$ cat config.mk
export PLATFORM = sky130hd
export DESIGN_NAME = dly_tune_engine
export DESIGN_NICKNAME = d
export VERILOG_FILES = /design/src/rtl/dly_tune_pkg.sv /design/src/rtl/dly_tune_timer.sv /design/src/rtl/dly_tune_msb.sv /design/src/rtl/dly_tune_window.sv /design/src/rtl/dly_tune_engine.sv
export SDC_FILE = /design/constraint.sdc
export NUM_CORES = 1
export LEC_CHECK = 0
export ABC_AREA = 1
export BUFFER_PORTS_ARGS = -buffer_cell sky130_fd_sc_hd__buf_2
export CORE_MARGIN = 1.5
export CORE_UTILIZATION = 55
export DETAILED_ROUTE_END_ITERATION = 12
export GPL_TIMING_DRIVEN = 0
export PLACE_DENSITY = 0.75
export SLEW_MARGIN = 20
export SYNTH_ARGS = -nofsm -noshare
export SYNTH_HDL_FRONTEND = slang
export SYNTH_HIERARCHICAL = 1
export SYNTH_SLANG_ARGS = --single-unit
$ cat constraint.sdc
create_clock -name clk -period 2.7 [get_ports clk]
set_input_delay 0.135 -clock clk [delete_from_list [all_inputs] [get_ports clk]]
set_output_delay 0.135 -clock clk [all_outputs]
set_load 0.005 [all_outputs]
$ cat src/rtl/dly_tune_pkg.sv
package dly_tune_pkg;

  typedef enum logic [3:0] {
    ST_IDLE,
    ST_CAL_WAIT,
    ST_CAL_NEXT,
    ST_PH_SET,
    ST_PH_ACK,
    ST_PH_REQ,
    ST_PH_EVAL,
    ST_FIN_ACK,
    ST_OK,
    ST_FAIL
  } tune_state_e;

  localparam logic [2:0] SPEED_SDR104 = 3'd4;
  localparam logic [2:0] SPEED_HS200  = 3'd5;

endpackage

$ cat src/rtl/dly_tune_timer.sv
module dly_tune_timer #(
  parameter int LIMIT = 1000
) (
  input  logic clk,
  input  logic rst,
  input  logic clear,
  output logic expired
);
  localparam int W = $clog2(LIMIT + 1);
  localparam logic [W-1:0] LIM = W'(LIMIT);

  logic [W-1:0] cnt_q;

  always_ff @(posedge clk) begin
    if (rst || clear) cnt_q <= '0;
    else if (cnt_q != LIM) cnt_q <= cnt_q + 1'b1;
  end

  assign expired = (cnt_q == LIM);

  assert_timer_bound_R3: assert property (@(posedge clk) disable iff (rst)
    (expired && !clear) |=> expired);
endmodule

$ cat src/rtl/dly_tune_msb.sv
module dly_tune_msb #(
  parameter int LEN_W = 12,
  parameter int IDX_W = 6
) (
  input  logic [LEN_W-1:0] len,
  output logic [IDX_W-1:0] idx
);
  always_comb begin
    idx = '0;
    for (int i = 0; i < LEN_W; i++) begin
      if (len[i]) idx = IDX_W'(i);
    end
  end
endmodule

$ cat src/rtl/dly_tune_window.sv
module dly_tune_window #(
  parameter int SEL_W = 6
) (
  input  logic             clk,
  input  logic             rst,
  input  logic             clr,
  input  logic             upd,
  input  logic             pass,
  input  logic [SEL_W-1:0] phase,
  output logic             any_pass,
  output logic [SEL_W-1:0] final_phase
);
  localparam int RUN_W = SEL_W + 1;

  logic [RUN_W-1:0] cur_q, best_q;
  logic [SEL_W-1:0] end_q;
  logic [RUN_W-1:0] cur_inc;

  assign cur_inc = cur_q + 1'b1;

  always_ff @(posedge clk) begin
    if (rst || clr) begin
      cur_q  <= '0;
      best_q <= '0;
      end_q  <= '0;
    end else if (upd) begin
      if (pass) begin
        cur_q <= cur_inc;
        if (cur_inc > best_q) begin
          best_q <= cur_inc;
          end_q  <= phase;
        end
      end else begin
        cur_q <= '0;
      end
    end
  end

  assign any_pass    = (best_q != '0);
  assign final_phase = end_q - SEL_W'(best_q >> 1);

  assert_run_bound_R8: assert property (@(posedge clk) disable iff (rst)
    cur_q <= best_q);
  assert_best_grows_R8: assert property (@(posedge clk) disable iff (rst || clr)
    !upd |=> $stable(best_q));
endmodule

$ cat src/rtl/dly_tune_engine.sv
module dly_tune_engine
  import dly_tune_pkg::*;
#(
  parameter int FIXED_TAPS_MODE = 0,
  parameter int UNIT_W          = 7,
  parameter int UNIT_MAX        = 127,
  parameter int SEL_W           = 6,
  parameter int SEL_CAL         = 12,
  parameter int LEN_W           = 12,
  parameter int LEN_OK_BITS     = 11,
  parameter int FIXED_TAPS      = 32,
  parameter int CYC_PER_US      = 100,
  parameter int CAL_TO_US       = 1000,
  parameter int ACK_TO_US       = 1000000
) (
  input  logic              clk,
  input  logic              rst,
  input  logic              start,
  input  logic [2:0]        speed_mode,
  input  logic              card_clk_fast,
  output logic              done,
  output logic              err,
  output logic              dl_enable,
  output logic              dl_sampler,
  output logic [UNIT_W-1:0] dl_unit,
  output logic [SEL_W-1:0]  dl_sel,
  input  logic              len_valid,
  input  logic [LEN_W-1:0]  len_value,
  input  logic              tap_ack,
  output logic              tune_req,
  input  logic              tune_resp_valid,
  input  logic              tune_pass
);
  localparam int TMO_CYC = (FIXED_TAPS_MODE != 0) ? ACK_TO_US * CYC_PER_US
                                                  : CAL_TO_US * CYC_PER_US;
  localparam logic [UNIT_W-1:0] UNIT_LAST = UNIT_W'(UNIT_MAX);
  localparam logic [SEL_W-1:0]  SEL_TOP   = SEL_W'(SEL_CAL);
  localparam logic [SEL_W-1:0]  TAP_LAST  = SEL_W'(FIXED_TAPS);
  localparam bit                FIXED     = (FIXED_TAPS_MODE != 0);

  tune_state_e state_q;
  logic [UNIT_W-1:0] unit_q;
  logic [SEL_W-1:0]  sel_q, phase_q, maxph_q;
  logic en_q, samp_q, req_q, done_q, err_q;

  logic mode_ok, len_ok, tmr_clr, tmr_exp, win_clr, win_upd, any_pass;
  logic [SEL_W-1:0] len_msb, final_phase;

  assign mode_ok = card_clk_fast &&
                   (speed_mode == SPEED_SDR104 || speed_mode == SPEED_HS200);
  assign len_ok  = (len_value != '0) && (len_value[LEN_W-1:LEN_OK_BITS] == '0);

  assign tmr_clr = !(state_q == ST_CAL_WAIT || state_q == ST_PH_ACK ||
                     state_q == ST_FIN_ACK);
  assign win_clr = (state_q == ST_IDLE) && start;
  assign win_upd = (state_q == ST_PH_REQ) && tune_resp_valid;

  dly_tune_timer #(.LIMIT(TMO_CYC)) u_timer (
    .clk(clk), .rst(rst), .clear(tmr_clr), .expired(tmr_exp)
  );

  dly_tune_msb #(.LEN_W(LEN_W), .IDX_W(SEL_W)) u_msb (
    .len(len_value), .idx(len_msb)
  );

  dly_tune_window #(.SEL_W(SEL_W)) u_window (
    .clk(clk), .rst(rst), .clr(win_clr), .upd(win_upd), .pass(tune_pass),
    .phase(phase_q), .any_pass(any_pass), .final_phase(final_phase)
  );

  always_ff @(posedge clk) begin
    if (rst) begin
      state_q <= ST_IDLE;
      unit_q  <= '0;
      sel_q   <= '0;
      phase_q <= '0;
      maxph_q <= '0;
      en_q    <= 1'b0;
      samp_q  <= 1'b0;
      req_q   <= 1'b0;
      done_q  <= 1'b0;
      err_q   <= 1'b0;
    end else begin
      done_q <= 1'b0;
      case (state_q)
        ST_IDLE: begin
          if (start) begin
            err_q <= 1'b0;
            if (!mode_ok) begin
              state_q <= ST_OK;
            end else if (FIXED) begin
              en_q    <= 1'b1;
              samp_q  <= 1'b0;
              phase_q <= '0;
              maxph_q <= TAP_LAST;
              state_q <= ST_PH_SET;
            end else begin
              unit_q  <= '0;
              sel_q   <= SEL_TOP;
              en_q    <= 1'b1;
              samp_q  <= 1'b1;
              state_q <= ST_CAL_WAIT;
            end
          end
        end
        ST_CAL_WAIT: begin
          if (len_valid) begin
            if (len_ok) begin
              maxph_q <= len_msb;
              samp_q  <= 1'b0;
              phase_q <= '0;
              state_q <= ST_PH_SET;
            end else begin
              state_q <= ST_CAL_NEXT;
            end
          end else if (tmr_exp) begin
            state_q <= ST_CAL_NEXT;
          end
        end
        ST_CAL_NEXT: begin
          if (unit_q == UNIT_LAST) begin
            state_q <= ST_FAIL;
          end else begin
            unit_q  <= unit_q + 1'b1;
            state_q <= ST_CAL_WAIT;
          end
        end
        ST_PH_SET: begin
          sel_q <= phase_q;
          if (FIXED) begin
            state_q <= ST_PH_ACK;
          end else begin
            req_q   <= 1'b1;
            state_q <= ST_PH_REQ;
          end
        end
        ST_PH_ACK: begin
          if (tap_ack) begin
            req_q   <= 1'b1;
            state_q <= ST_PH_REQ;
          end else if (tmr_exp) begin
            state_q <= ST_FAIL;
          end
        end
        ST_PH_REQ: begin
          if (tune_resp_valid) begin
            req_q <= 1'b0;
            if (phase_q == maxph_q) begin
              state_q <= ST_PH_EVAL;
            end else begin
              phase_q <= phase_q + 1'b1;
              state_q <= ST_PH_SET;
            end
          end
        end
        ST_PH_EVAL: begin
          if (!any_pass) begin
            state_q <= ST_FAIL;
          end else begin
            sel_q   <= final_phase;
            en_q    <= 1'b1;
            samp_q  <= 1'b0;
            state_q <= FIXED ? ST_FIN_ACK : ST_OK;
          end
        end
        ST_FIN_ACK: begin
          if (tap_ack) state_q <= ST_OK;
          else if (tmr_exp) state_q <= ST_FAIL;
        end
        ST_OK: begin
          done_q  <= 1'b1;
          state_q <= ST_IDLE;
        end
        ST_FAIL: begin
          done_q  <= 1'b1;
          err_q   <= 1'b1;
          samp_q  <= 1'b0;
          state_q <= ST_IDLE;
        end
        default: state_q <= ST_IDLE;
      endcase
    end
  end

  assign done       = done_q;
  assign err        = err_q;
  assign dl_enable  = en_q;
  assign dl_sampler = samp_q;
  assign dl_unit    = unit_q;
  assign dl_sel     = sel_q;
  assign tune_req   = req_q;

  assert_done_pulse_R10: assert property (@(posedge clk) disable iff (rst)
    done |=> !done);
  assert_req_hold_R7: assert property (@(posedge clk) disable iff (rst)
    (tune_req && !tune_resp_valid) |=> tune_req);
  assert_req_sampler_off_R6: assert property (@(posedge clk) disable iff (rst)
    tune_req |-> (!dl_sampler && dl_sel <= maxph_q));
  assert_cal_hold_R2: assert property (@(posedge clk) disable iff (rst)
    (state_q == ST_CAL_WAIT) |-> (dl_sampler && dl_enable && dl_sel == SEL_TOP));
  assert_unit_step_R2: assert property (@(posedge clk) disable iff (rst)
    (state_q == ST_CAL_WAIT && $past(state_q) == ST_CAL_NEXT)
      |-> (dl_unit == $past(dl_unit) + 1'b1));
  assert_err_with_done_R9: assert property (@(posedge clk) disable iff (rst)
    $rose(err) |-> done);
endmodule

==> reports/results.tsv, run 1 <==
metric	value	unit
Routed wire per std cell	12.28	um
final hold vios	0	
Min-Delay Path Class	input pin to flop	
Synth area leader	dfxtp_1	
CTS tree	yes	
fin area	0.005215	mm2
Crit Reg-Reg Endpoint	u_window/end_q[4]	
CP max FO	10	
Detailed Place HPWL	8.361	mm
Core Area	0.008217	mm2
Resized cells post-CTS	0	
RR Startpoint	state_q[2]	
fraction of registers with async set/reset	0	%
Tot Pwr	2.250	mW
commonest non-fill, non-tap cells in the layout	176 x nand2_1, 103 x inv_1, 90 x nor2_1, 71 x dfxtp_1, 57 x a21oi_1	
leading cell type in the layout, fill and taps excluded	nand2_1	
maximum vdd drop	0.0002463	V
CTS Root Cell	clkbuf_8	
Slew Limit Fails	0	
worst r2r path cells	10	
Via density	5.237	
setup TNS	0	ps
clock skew	13.15	ps
vias	4603	
Synth Register Bits	71	
Ys Warns	6	
R2R setup slack	330	ps
First-pass DRT Iterations	7	
GR Util All Layers	25.33	%
EDFF count, synth	0	
fill cell count	780	
sequential-to-total area share from yosys stat	30.41	%
grt total ovfl	0	
clk sink count	71	
DRC viols	0	
Avg Inst Size Synth	6.501	um2
Setup Viol. Count Final	0	
normalized max-slew margin	59.70	%
Die Span X	95.19	um
crit path time final	2371	ps
startpoint class of the critical path	flop	
initial core utilization	56.89	%
Final GP Congestion	0.9148	
initial DRC count	220	
Worst-Margin Slew	599.0	ps
fraction of final layout cells with drive strength greater than 1	16.15	%
critical path class	flop to flop	
placed cells	864	
antenna-violating nets left	0	
hold path depth	2	
Post-Layout Cell Count	879	
RSZ-0062 raised after global routing	false	
Rows	33	
Port Buf Inserts	39	
pin count of the biggest net entering global routing	13	
maxcap violations	0	
Worst EP arrival	2620	ps
ANT cells	0	
status	complete, no violations	
clk_lat worst skew	350	ps
CTS Hold Bufs	0	
clock buffer count from CTS	9	
fmax	421.7	MHz
Detailed Route WL	10.79	mm
post-route core utilization	63.47	%
global-route wire length before repair	18.07	mm
Area Growth Syn to Fin	11.56	%
initial antenna violation count	0	
area share of the largest cell type after synthesis	30.41	%
Synth area leaders	dfxtp_1 30%, nand2_1 14%, inv_1 8.3%	
Final Net Count	811	
Cell variety after synth	40	
Tcrit/Tclk final	87.83	%
Synth Instances	719	
largest buffer count on any clock path	2	
IO Pins	41	
hold wc startpoint	rst	
critical path endpoint category	flop	
DIE HEIGHT	95.19	um
Setup Buffers After CTS	0	
H-tree depth	3	
leakage	2.233	nW
Mapped Area	0.004674	mm2
Data required, critical path	2940	ps
placed cell areas	0.005005	mm2
Cell Pwr Density	431.4	mW/mm2
vias in the first global route	4091	
Die ar.	0.009061	mm2
clk slew on worst S/H paths	80	ps
Top FF cell, synth	dfxtp_1	
hold endpoint	done	
[flip-flops by register name, summed over array words and instances (netlist names), 4 cells and up]
register         cells
u_timer/cnt_q       17
state_q              4
dl_sel               6
phase_q              6
u_window/end_q       6
u_window/cur_q       7
dl_unit              7
u_window/best_q      7
maxph_q              6
[synth_stat cells, types with 5 or more instances]
master    instances
a21oi_1          57
a21oi_2           7
buf_4             5
dfxtp_1          71
ha_1             17
inv_1           103
inv_2            16
nand2_1         176
nand2_2           8
nand3_1          41
nand4_1          16
nor2_1           90
nor2_2            9
nor2_4            6
o211ai_1          9
o21ai_0          31
xor2_1           10
[metrics by stage]
step | hold slack (ps) | setup slack, ps
floorplan | 206.7 | 744.0
global placement | 434.2 | 409.3
detailed placement | 431.2 | 393.6
CTS | 46.08 | 376.6
global route | 47.40 | 123.2
finish | 59.53 | 328.6
[final cells by class]
cell class	instances	area (um2)	area share (%)
Buffer	13	100.1	1.919
Clock buffer	9	123.9	2.375
Clock inverter	6	86.33	1.655
Inverter	120	452.9	8.685
Multi-Input combinational cell	516	2704	51.85
Sequential cell	71	1421	27.26
Tap cell	105	131.4	2.519
Timing Repair Buffer	39	195.2	3.743
[layer usage]
| layer | vias to the layer above | GRT usage [%] | part of all wire (%) | routed length (um) |
|---|---|---|---|---|
| met3 | 15 | 3.589 | 5.2 | 561 |
| met1 | 2064 | 34.18 | 49 | 5237 |
| met2 | 127 | 40.72 | 45 | 4827 |
| met4 | 0 | 9.577 | 1.5 | 167 |
| met5 | - | 0 | 0 | 0 |
| li1 | 2397 | - | - | - |
[worst max-delay path by stage]
stage                 startpoint                  to  slack (ps)  cells past startpoint
3_3_place_gp          state_q[1]   u_window/end_q[4]         410                     12
3_5_place_dp          state_q[2]   u_window/end_q[4]         390                     10
4_1_cts               state_q[0]   u_window/end_q[4]         380                     11
6_report              state_q[2]   u_window/end_q[4]         330                     10
2_1_floorplan  u_window/cur_q[0]  u_window/best_q[0]         740                     12
5_1_grt               state_q[2]  u_window/best_q[4]         120                     10
[power by group]
group | internal (mW) | switching [mW] | leakage (nW)
Combinational | 0.0828 | 0.150 | 1.56
Clock | 0.513 | 0.423 | 0.105
Sequential | 1.07 | 0.0155 | 0.573
[logic make-up (layout without fill, tap and decap cells)]
group / Yosys count / after routing / share of synthesized area [%]
simple gates: 366 / 366 / 35.55
buf+inv: 133 / 187 / 11.83
compound gates: 116 / 116 / 14.53
flops: 71 / 71 / 30.41
fa+ha+maj: 18 / 18 / 4.979
xor+xnor: 14 / 14 / 2.623
other cells: 1 / 2 / 0.08022
[critical path, stage by stage, from the launching register on]
cell	delay, ps
dfxtp_1	500
nand2_2	130
nor2_2	190
inv_1	160
nor2_1	370
nand2_1	210
a21oi_4	310
buf_6	200
nand3_1	80
nand2_1	70
nor2_1	40
Power figures use the tool's default switching activity.
==> run 2: changes to the inputs <==
--- a/config.mk
+++ b/config.mk
@@ -5,13 +5,12 @@
 export SDC_FILE = /design/constraint.sdc
 export NUM_CORES = 1
 export LEC_CHECK = 0
-export ABC_AREA = 1
 export BUFFER_PORTS_ARGS = -buffer_cell sky130_fd_sc_hd__buf_2
 export CORE_MARGIN = 1.5
 export CORE_UTILIZATION = 55
 export DETAILED_ROUTE_END_ITERATION = 12
 export GPL_TIMING_DRIVEN = 0
-export PLACE_DENSITY = 0.75
+export PLACE_DENSITY = 0.76
 export SLEW_MARGIN = 20
 export SYNTH_ARGS = -nofsm -noshare
 export SYNTH_HDL_FRONTEND = slang
==> run 2 against run 1 <==
Net effect: sequential power is essentially flat; clock power shrank 11%; cell area shrank 9.6%; via count shrank 18%; sequential cell count is the same; critical path type unchanged; largest cell class unchanged; largest power group unchanged; highest routed layer unchanged.
==> reports/results.tsv, run 2 <==
metric	value	unit	change
fill cell count	645		was 780
Final Net Count	604		was 811
Setup Buffers After CTS	0		unchanged
Tot Pwr	2.038	mW	was 2.250 mW
max incr delay on CP	410	ps	was 500 ps
status	complete, no violations		unchanged
max reg flops	17		unchanged
initial DRC count	127		was 220
Synth area leaders	dfxtp_1 34%, nor2_1 6.4%, mux2i_1 6.0%		was dfxtp_1 30%, nand2_1 14%, inv_1 8.3%
Slew Limit Fails	0		unchanged
maximum vdd drop	0.0002256	V	was 0.0002463 V
Die ar.	0.008160	mm2	was 0.009061 mm2
Synth Instances	512		was 719
H-tree depth	3		unchanged
Top FF cell, synth	dfxtp_1		unchanged
Routed wire per std cell	14.02	um	was 12.28 um
Crit-path slowest cell	dfxtp_2		was dfxtp_1
most common library cells after synthesis	72 x nor2_1, 71 x dfxtp_1, 48 x nand2_1, 26 x inv_1		was 176 x nand2_1, 103 x inv_1, 90 x nor2_1, 71 x dfxtp_1, 57 x a21oi_1
CTS Root Cell	clkbuf_8		unchanged
global-route wire length before repair	16.26	mm	was 18.07 mm
maxcap violations	0		unchanged
vias	3779		was 4,603
Clock Power Share	41.0	%	was 41.6%
register share of total power	52.0	%	was 48.1%
Via density	5.674		was 5.237
Die Span X	90.34	um	was 95.19 um
EDFF count, synth	0		unchanged
antenna-violating nets left	0		unchanged
Switching Fraction	24.80	%	was 26.14%
ANT cells	0		unchanged
leading cell type in the layout, fill and taps excluded	nor2_1		was nand2_1
pin count of the biggest net entering global routing	13		unchanged
Top cell by count, worst path	ha_1		
CP Cell Sequence	ha_1 > nand2_1 > o21a_1 > or2_2 > ha_1 > nand4_1 > a21oi_1 > o31a_1 > buf_6 > buf_12 > mux2i_1		was nand2_2 > nor2_2 > inv_1 > nor2_1 > nand2_1 > a21oi_4 > buf_6 > nand3_1 > nand2_1 > nor2_1
Setup Viol. Count Final	0		unchanged
Largest Register	u_timer/cnt_q		unchanged
Mapped Area	0.004195	mm2	was 0.004674 mm2
vias in the first global route	3692		was 4,091
grt total ovfl	0		unchanged
Core Area	0.007331	mm2	was 0.008217 mm2
crit path time final	2502	ps	was 2371 ps
RSZ-0062 raised after global routing	false		unchanged
Synth area leader	dfxtp_1		unchanged
Port Buf Inserts	39		unchanged
initial antenna violation count	0		unchanged
CP max FO	10		unchanged
critical path endpoint category	flop		unchanged
First-pass DRT Iterations	5		was 7
Ys Warns	6		unchanged
fraction of final layout cells with drive strength greater than 1	14.64	%	was 16.15%
DIE HEIGHT	90.34	um	was 95.19 um
share of total power in combinational logic	6.9	%	was 10.3%
startpoint class of the critical path	flop		unchanged
Avg Inst Size Synth	8.194	um2	was 6.501 um2
Cell Pwr Density	432.6	mW/mm2	was 431.4 mW/mm2
fraction of registers with async set/reset	0	%	unchanged
Data required, critical path	2930	ps	was 2940 ps
DRC viols	0		unchanged
area share of the largest cell type after synthesis	33.88	%	was 30.41%
initial core utilization	57.23	%	was 56.89%
Tcrit/Tclk final	92.68	%	was 87.83%
internal power	1.533	mW	was 1.662 mW
Detailed Place HPWL	6.976	mm	was 8.361 mm
CTS tree	yes		unchanged
Worst EP arrival	2740	ps	was 2620 ps
Synth Register Bits	71		unchanged
top-count cell post-synth	nor2_1		was nand2_1
leakage	1.770	nW	was 2.233 nW
Area Growth Syn to Fin	12.32	%	was 11.56%
Detailed Route WL	9.334	mm	was 10.79 mm
fmax	399.6	MHz	was 421.7 MHz
clock skew	8.002	ps	was 13.15 ps
Worst-Margin Slew	744.5	ps	was 599.0 ps
Cell variety after synth	69		was 40
critical path class	flop to flop		unchanged
final hold vios	0		unchanged
clk sink count	71		unchanged
IO Pins	41		unchanged
Rows	31		was 33
clk slew on worst S/H paths	80	ps	about the same
GR Util All Layers	23.94	%	was 25.33%
largest buffer count on any clock path	2		unchanged
Final GP Congestion	0.8602		was 0.9148
clk_lat worst skew	350	ps	about the same
normalized max-slew margin	49.94	%	was 59.70%
commonest non-fill, non-tap cells in the layout	72 x nor2_1, 70 x dfxtp_1, 48 x nand2_1, 41 x buf_2, 26 x inv_1		was 176 x nand2_1, 103 x inv_1, 90 x nor2_1, 71 x dfxtp_1, 57 x a21oi_1
Min-Delay Path Class	input pin to flop		unchanged
setup TNS	0	ps	unchanged
clock buffer count from CTS	9		unchanged
sequential-to-total area share from yosys stat	33.88	%	was 30.41%
Sw Pwr	0.5055	mW	was 0.5881 mW
run 2: cell count changes after synthesis, moves of 12 or more:
cell | previous run | this run
inv_1 | 103 | 26
nand2_1 | 176 | 48
xnor2_1 | 4 | 20
nand3_1 | 41 | 17
nand4_1 | 16 | 4
o21ai_0 | 31 | 15
a21oi_1 | 57 | 23
nor2_1 | 90 | 72
nor3_1 | 2 | 25
mux2i_1 | 0 | 25
inv_2 | 16 | 0
run 2: area by class of cell:
class / count / area, um2 / share of cell area (%)
plain buffers: 23 / 135.1 / 2.868
inverters: 26 / 97.59 / 2.071
repair buffers: 39 / 195.2 / 4.142
clock inverters: 5 / 58.81 / 1.248
clock buffers: 10 / 127.6 / 2.708
well taps: 99 / 123.9 / 2.629
flip-flops and latches: 71 / 1423 / 30.19
multi-input cells: 393 / 2551 / 54.14
run 2: path summary, 6_finish.rpt:
path	slack, ps	endpoint	start	cells past startpoint
setup / recovery	200	u_window/best_q[3]	u_window/cur_q[0]	11
hold / removal	170	maxph_q[1]	len_value[10]	4
setup reg to reg	200	u_window/best_q[3]	u_window/cur_q[0]	11
hold reg to reg	460	u_window/end_q[0]	u_window/end_q[0]	2
run 2: metal layers:
metal  routed length [um]  vias to the layer above  GRT usage, %  share of wire [%]
li1                     -                     1909             -                  -
met1                 4323                     1751         30.06                 46
met2                 4414                      101         41.41                 47
met3                  403                       18         3.956                4.3
met4                  193                        0         8.333                2.1
met5                    0                        -             0                  0
run 2: critical path: cells and delay by family, from the launching register on:
family	cells	cell delay [ps]
flip-flops	1	410
multiplexers	1	120
adder cells (fa/ha/maj)	2	530
buffers and inverters	2	280
AO/OA/AOI/OAI	3	530
AND/OR/NAND/NOR	3	510
run 2: power groups by stage:
stage          registers, mW  clock network, mW  logic [mW]
2_1_floorplan           1.08                  0      0.0871
3_3_place_gp            1.09                  0       0.137
3_5_place_dp            1.09                  0       0.140
4_1_cts                 1.06              0.858       0.140
5_1_grt                 1.06              0.899       0.157
6_report                1.06              0.836       0.141
run 2: what timing repair did:
action,in CTS,in global routing
gates resized for setup,0,7
hold buffers,0,0
setup endpoints to repair,0,21
run 2: cells by family after synthesis:
group	share of synthesized area, %
simple gates	27.74
flops	33.88
buf+inv	5.458
mux	5.965
fa+ha+maj	5.547
compound gates	15.06
other cells	0.08939
xor+xnor	6.263
run 2: through the flow:
stage | hold WS, ps | instance area (um2) | std cells | setup WS [ps] | util (%)
3_3_place_gp | 446.3 | 4518 | 651 | 100.1 | 61.63
3_5_place_dp | 459.7 | 4518 | 651 | 54.94 | 61.63
4_1_cts | 163.6 | 4705 | 666 | 32.04 | 64.17
5_1_grt | 195.6 | 4712 | 666 | 39.44 | 64.28
2_1_floorplan | 314.3 | 4199 | 513 | 367.1 | -
6_report | 170.3 | 4712 | 666 | 197.8 | 64.28
==> run 3: changes to the inputs <==
--- a/config.mk
+++ b/config.mk
@@ -7,10 +7,10 @@
 export LEC_CHECK = 0
 export BUFFER_PORTS_ARGS = -buffer_cell sky130_fd_sc_hd__buf_2
 export CORE_MARGIN = 1.5
-export CORE_UTILIZATION = 55
+export CORE_UTILIZATION = 54
 export DETAILED_ROUTE_END_ITERATION = 12
 export GPL_TIMING_DRIVEN = 0
-export PLACE_DENSITY = 0.76
+export PLACE_DENSITY_LB_ADDON = 0.05
 export SLEW_MARGIN = 20
 export SYNTH_ARGS = -nofsm -noshare
 export SYNTH_HDL_FRONTEND = slang
==> constraint.sdc (replaced) <==
create_clock -name clk -period 2.1 [get_ports clk]
set_input_delay 0 -clock clk [delete_from_list [all_inputs] [get_ports clk]]
set_output_delay 0 -clock clk [all_outputs]
set_load 0.005 [all_outputs]
==> run 3 against run 2 <==
Net effect: the run now ends with setup timing left; power grew 27%; wire length increased by 8.8%; register-to-register slack got worse by 360 ps; setup slack got worse by 360 ps; maximum frequency is 11% higher; clock skew increased by 1.7 ps; via count is 2.9% higher; clock power up 24%; core utilization increased by 4.2 points; global-route usage grew 0.37 points; die area rose by 1.8%; critical path type unchanged; critical endpoint is now u_window/best_q[6]; highest routed layer unchanged.
==> reports/results.tsv, run 3 (synthesis results as in run 2) <==
metric	value	unit	change
Largest Register	u_timer/cnt_q		unchanged
Min-Delay Path Class	input pin to flop		unchanged
grt total ovfl	0		unchanged
Data required, critical path	2370	ps	was 2930 ps
Slew Limit Fails	0		unchanged
Worst EP arrival	2530	ps	was 2740 ps
CP Cell Sequence	ha_4 > nand2_4 > o21a_1 > or2_4 > ha_4 > nand4_1 > a21oi_2 > o31a_1 > buf_6 > buf_12 > mux2i_1		was ha_1 > nand2_1 > o21a_1 > or2_2 > ha_1 > nand4_1 > a21oi_1 > o31a_1 > buf_6 > buf_12 > mux2i_1
leading cell type in the layout, fill and taps excluded	nor2_1		unchanged
clk slew on worst S/H paths	70	ps	was 80 ps
failing checks	setup timing		
RSZ-0062 raised after global routing	true		was false
clk sink count	71		unchanged
global-route wire length before repair	16.37	mm	was 16.26 mm
GR Util All Layers	24.31	%	was 23.94%
CTS Hold Bufs	0		unchanged
Die ar.	0.008307	mm2	was 0.008160 mm2
max incr delay on CP	380	ps	was 410 ps
vias	3888		was 3,779
critical path class	flop to flop		unchanged
Routed wire per std cell	14.85	um	was 14.02 um
Crit-path slowest cell	dfxtp_4		was dfxtp_2
pre-CTS setup slack	-554.5	ps	was 54.94 ps
max reg flops	17		unchanged
Worst-Margin Slew	764.4	ps	was 744.5 ps
largest buffer count on any clock path	2		unchanged
maximum vdd drop	0.0003180	V	was 0.0002256 V
CTS tree	yes		unchanged
Area Growth Syn to Fin	20.28	%	was 12.32%
H-tree depth	3		unchanged
status	finished, violations left		was complete, no violations
Die Span X	91.14	um	was 90.34 um
CP max FO	5		was 10
clock skew	9.729	ps	was 8.002 ps
Cell Pwr Density	513.1	mW/mm2	was 432.6 mW/mm2
fin area	0.005046	mm2	was 0.004712 mm2
startpoint class of the critical path	flop		unchanged
initial DRC count	156		was 127
pin count of the biggest net entering global routing	12		was 13
DIE HEIGHT	91.14	um	was 90.34 um
crit path time final	2259	ps	was 2502 ps
clock buffer count from CTS	9		unchanged
maxcap violations	0		unchanged
Port Buf Inserts	39		unchanged
normalized max-slew margin	48.60	%	was 49.94%
final hold vios	0		unchanged
DRC viols	0		unchanged
critical path endpoint category	flop		unchanged
initial core utilization	56.93	%	was 57.23%
vias in the first global route	3520		was 3,692
Tcrit/Tclk final	107.6	%	was 92.68%
Top cell by count, worst path	ha_4		was ha_1
leakage	1.936	nW	was 1.770 nW
Core Area	0.007370	mm2	was 0.007331 mm2
Final Net Count	621		was 604
Setup Viol. Count Final	13		was 0
fmax	442.6	MHz	was 399.6 MHz
First-pass DRT Iterations	4		was 5
IO Pins	41		unchanged
Detailed Route WL	10.16	mm	was 9.334 mm
CTS Root Cell	clkbuf_8		unchanged
Rows	31		unchanged
clk_lat worst skew	340	ps	was 350 ps
final worst slack	-159.3	ps	was 197.8 ps
Final GP Congestion	0.8921		was 0.8602
Via density	5.684		was 5.674
antenna-violating nets left	0		unchanged
commonest non-fill, non-tap cells in the layout	71 x nor2_1, 61 x dfxtp_1, 47 x nand2_1, 43 x buf_2		was 72 x nor2_1, 70 x dfxtp_1, 48 x nand2_1, 41 x buf_2, 26 x inv_1
initial antenna violation count	0		unchanged
ANT cells	0		unchanged
Detailed Place HPWL	7.094	mm	was 6.976 mm
placed cell areas	0.004573	mm2	was 0.004518 mm2
fraction of final layout cells with drive strength greater than 1	23.08	%	was 14.64%
==> run 3: changes by cell type in the layout (fill, tap and decap cells not counted), moves of 4 or more <==
cell,previous run,this run
dfxtp_2,1,6
ha_4,0,4
dfxtp_4,0,4
clkbuf_1,10,6
ha_1,17,13
dfxtp_1,70,61
buf_4,3,21
==> run 3: worst max-delay path: cells and delay by family, from the launching register on <==
family                   cells  cell delay (ps)
flip-flops                   1              380
AND/OR/NAND/NOR              3              400
multiplexers                 1              180
adder cells (fa/ha/maj)      2              420
AO/OA/AOI/OAI                3              510
buffers and inverters        2              290
==> run 3: final cells by class <==
type                    count  area (um2)
clock buffers              14       173.9
multi-input cells         393        2694
clock inverters             2       12.51
repair buffers             57       350.3
plain buffers              22       150.1
well taps                  99       123.9
inverters                  26       97.59
flip-flops and latches     71        1444
fillers                   627        2323
==> run 3: worst paths after layout <==
path | from | end | slack, ps | cells after the start
hold / removal | len_value[10] | maxph_q[1] | 30 | 4
setup / recovery | u_window/cur_q[0] | u_window/best_q[6] | -160 | 11
hold reg to reg | u_window/end_q[4] | u_window/end_q[4] | 470 | 2
setup reg to reg | u_window/cur_q[0] | u_window/best_q[6] | -160 | 11
==> run 3: power by group <==
part,switching [mW],internal (mW)
combinational,0.115,0.0738
clock,0.507,0.534
sequential,0.00911,1.35
total,0.631,1.96
==> run 3: timing repair <==
item / 4_1_cts / 5_1_grt
gates resized for setup: 21 / 30
gates cloned: 1 / 0
buffers inserted: 14 / 3
hold endpoints to repair: 0 / 0
pin swaps: 9 / 12
setup endpoints to repair: 33 / 31
==> run 3: metrics by stage <==
stage          hold slack, ps  power [mW]  utilization [%]  cells  TNS, ps
6_report                31.04       2.589            68.47    684    -1828
5_1_grt                 62.11       2.693            68.47    684    -3007
4_1_cts                 15.78       2.609            66.96    681    -1352
3_5_place_dp            381.8       1.575            62.05    651   -10770
3_3_place_gp            378.9       1.572            62.05    651   -10420
2_1_floorplan           179.3       1.505                -    513        0
==> run 3: per-layer routing <==
metal | part of all wire, % | vias to the layer above | global-route usage (%)
met5 | 0 | - | 0
met4 | 2.2 | 0 | 7.552
met3 | 4.4 | 22 | 5.611
met2 | 48 | 104 | 40.92
met1 | 46 | 1816 | 30.67
li1 | - | 1946 | -
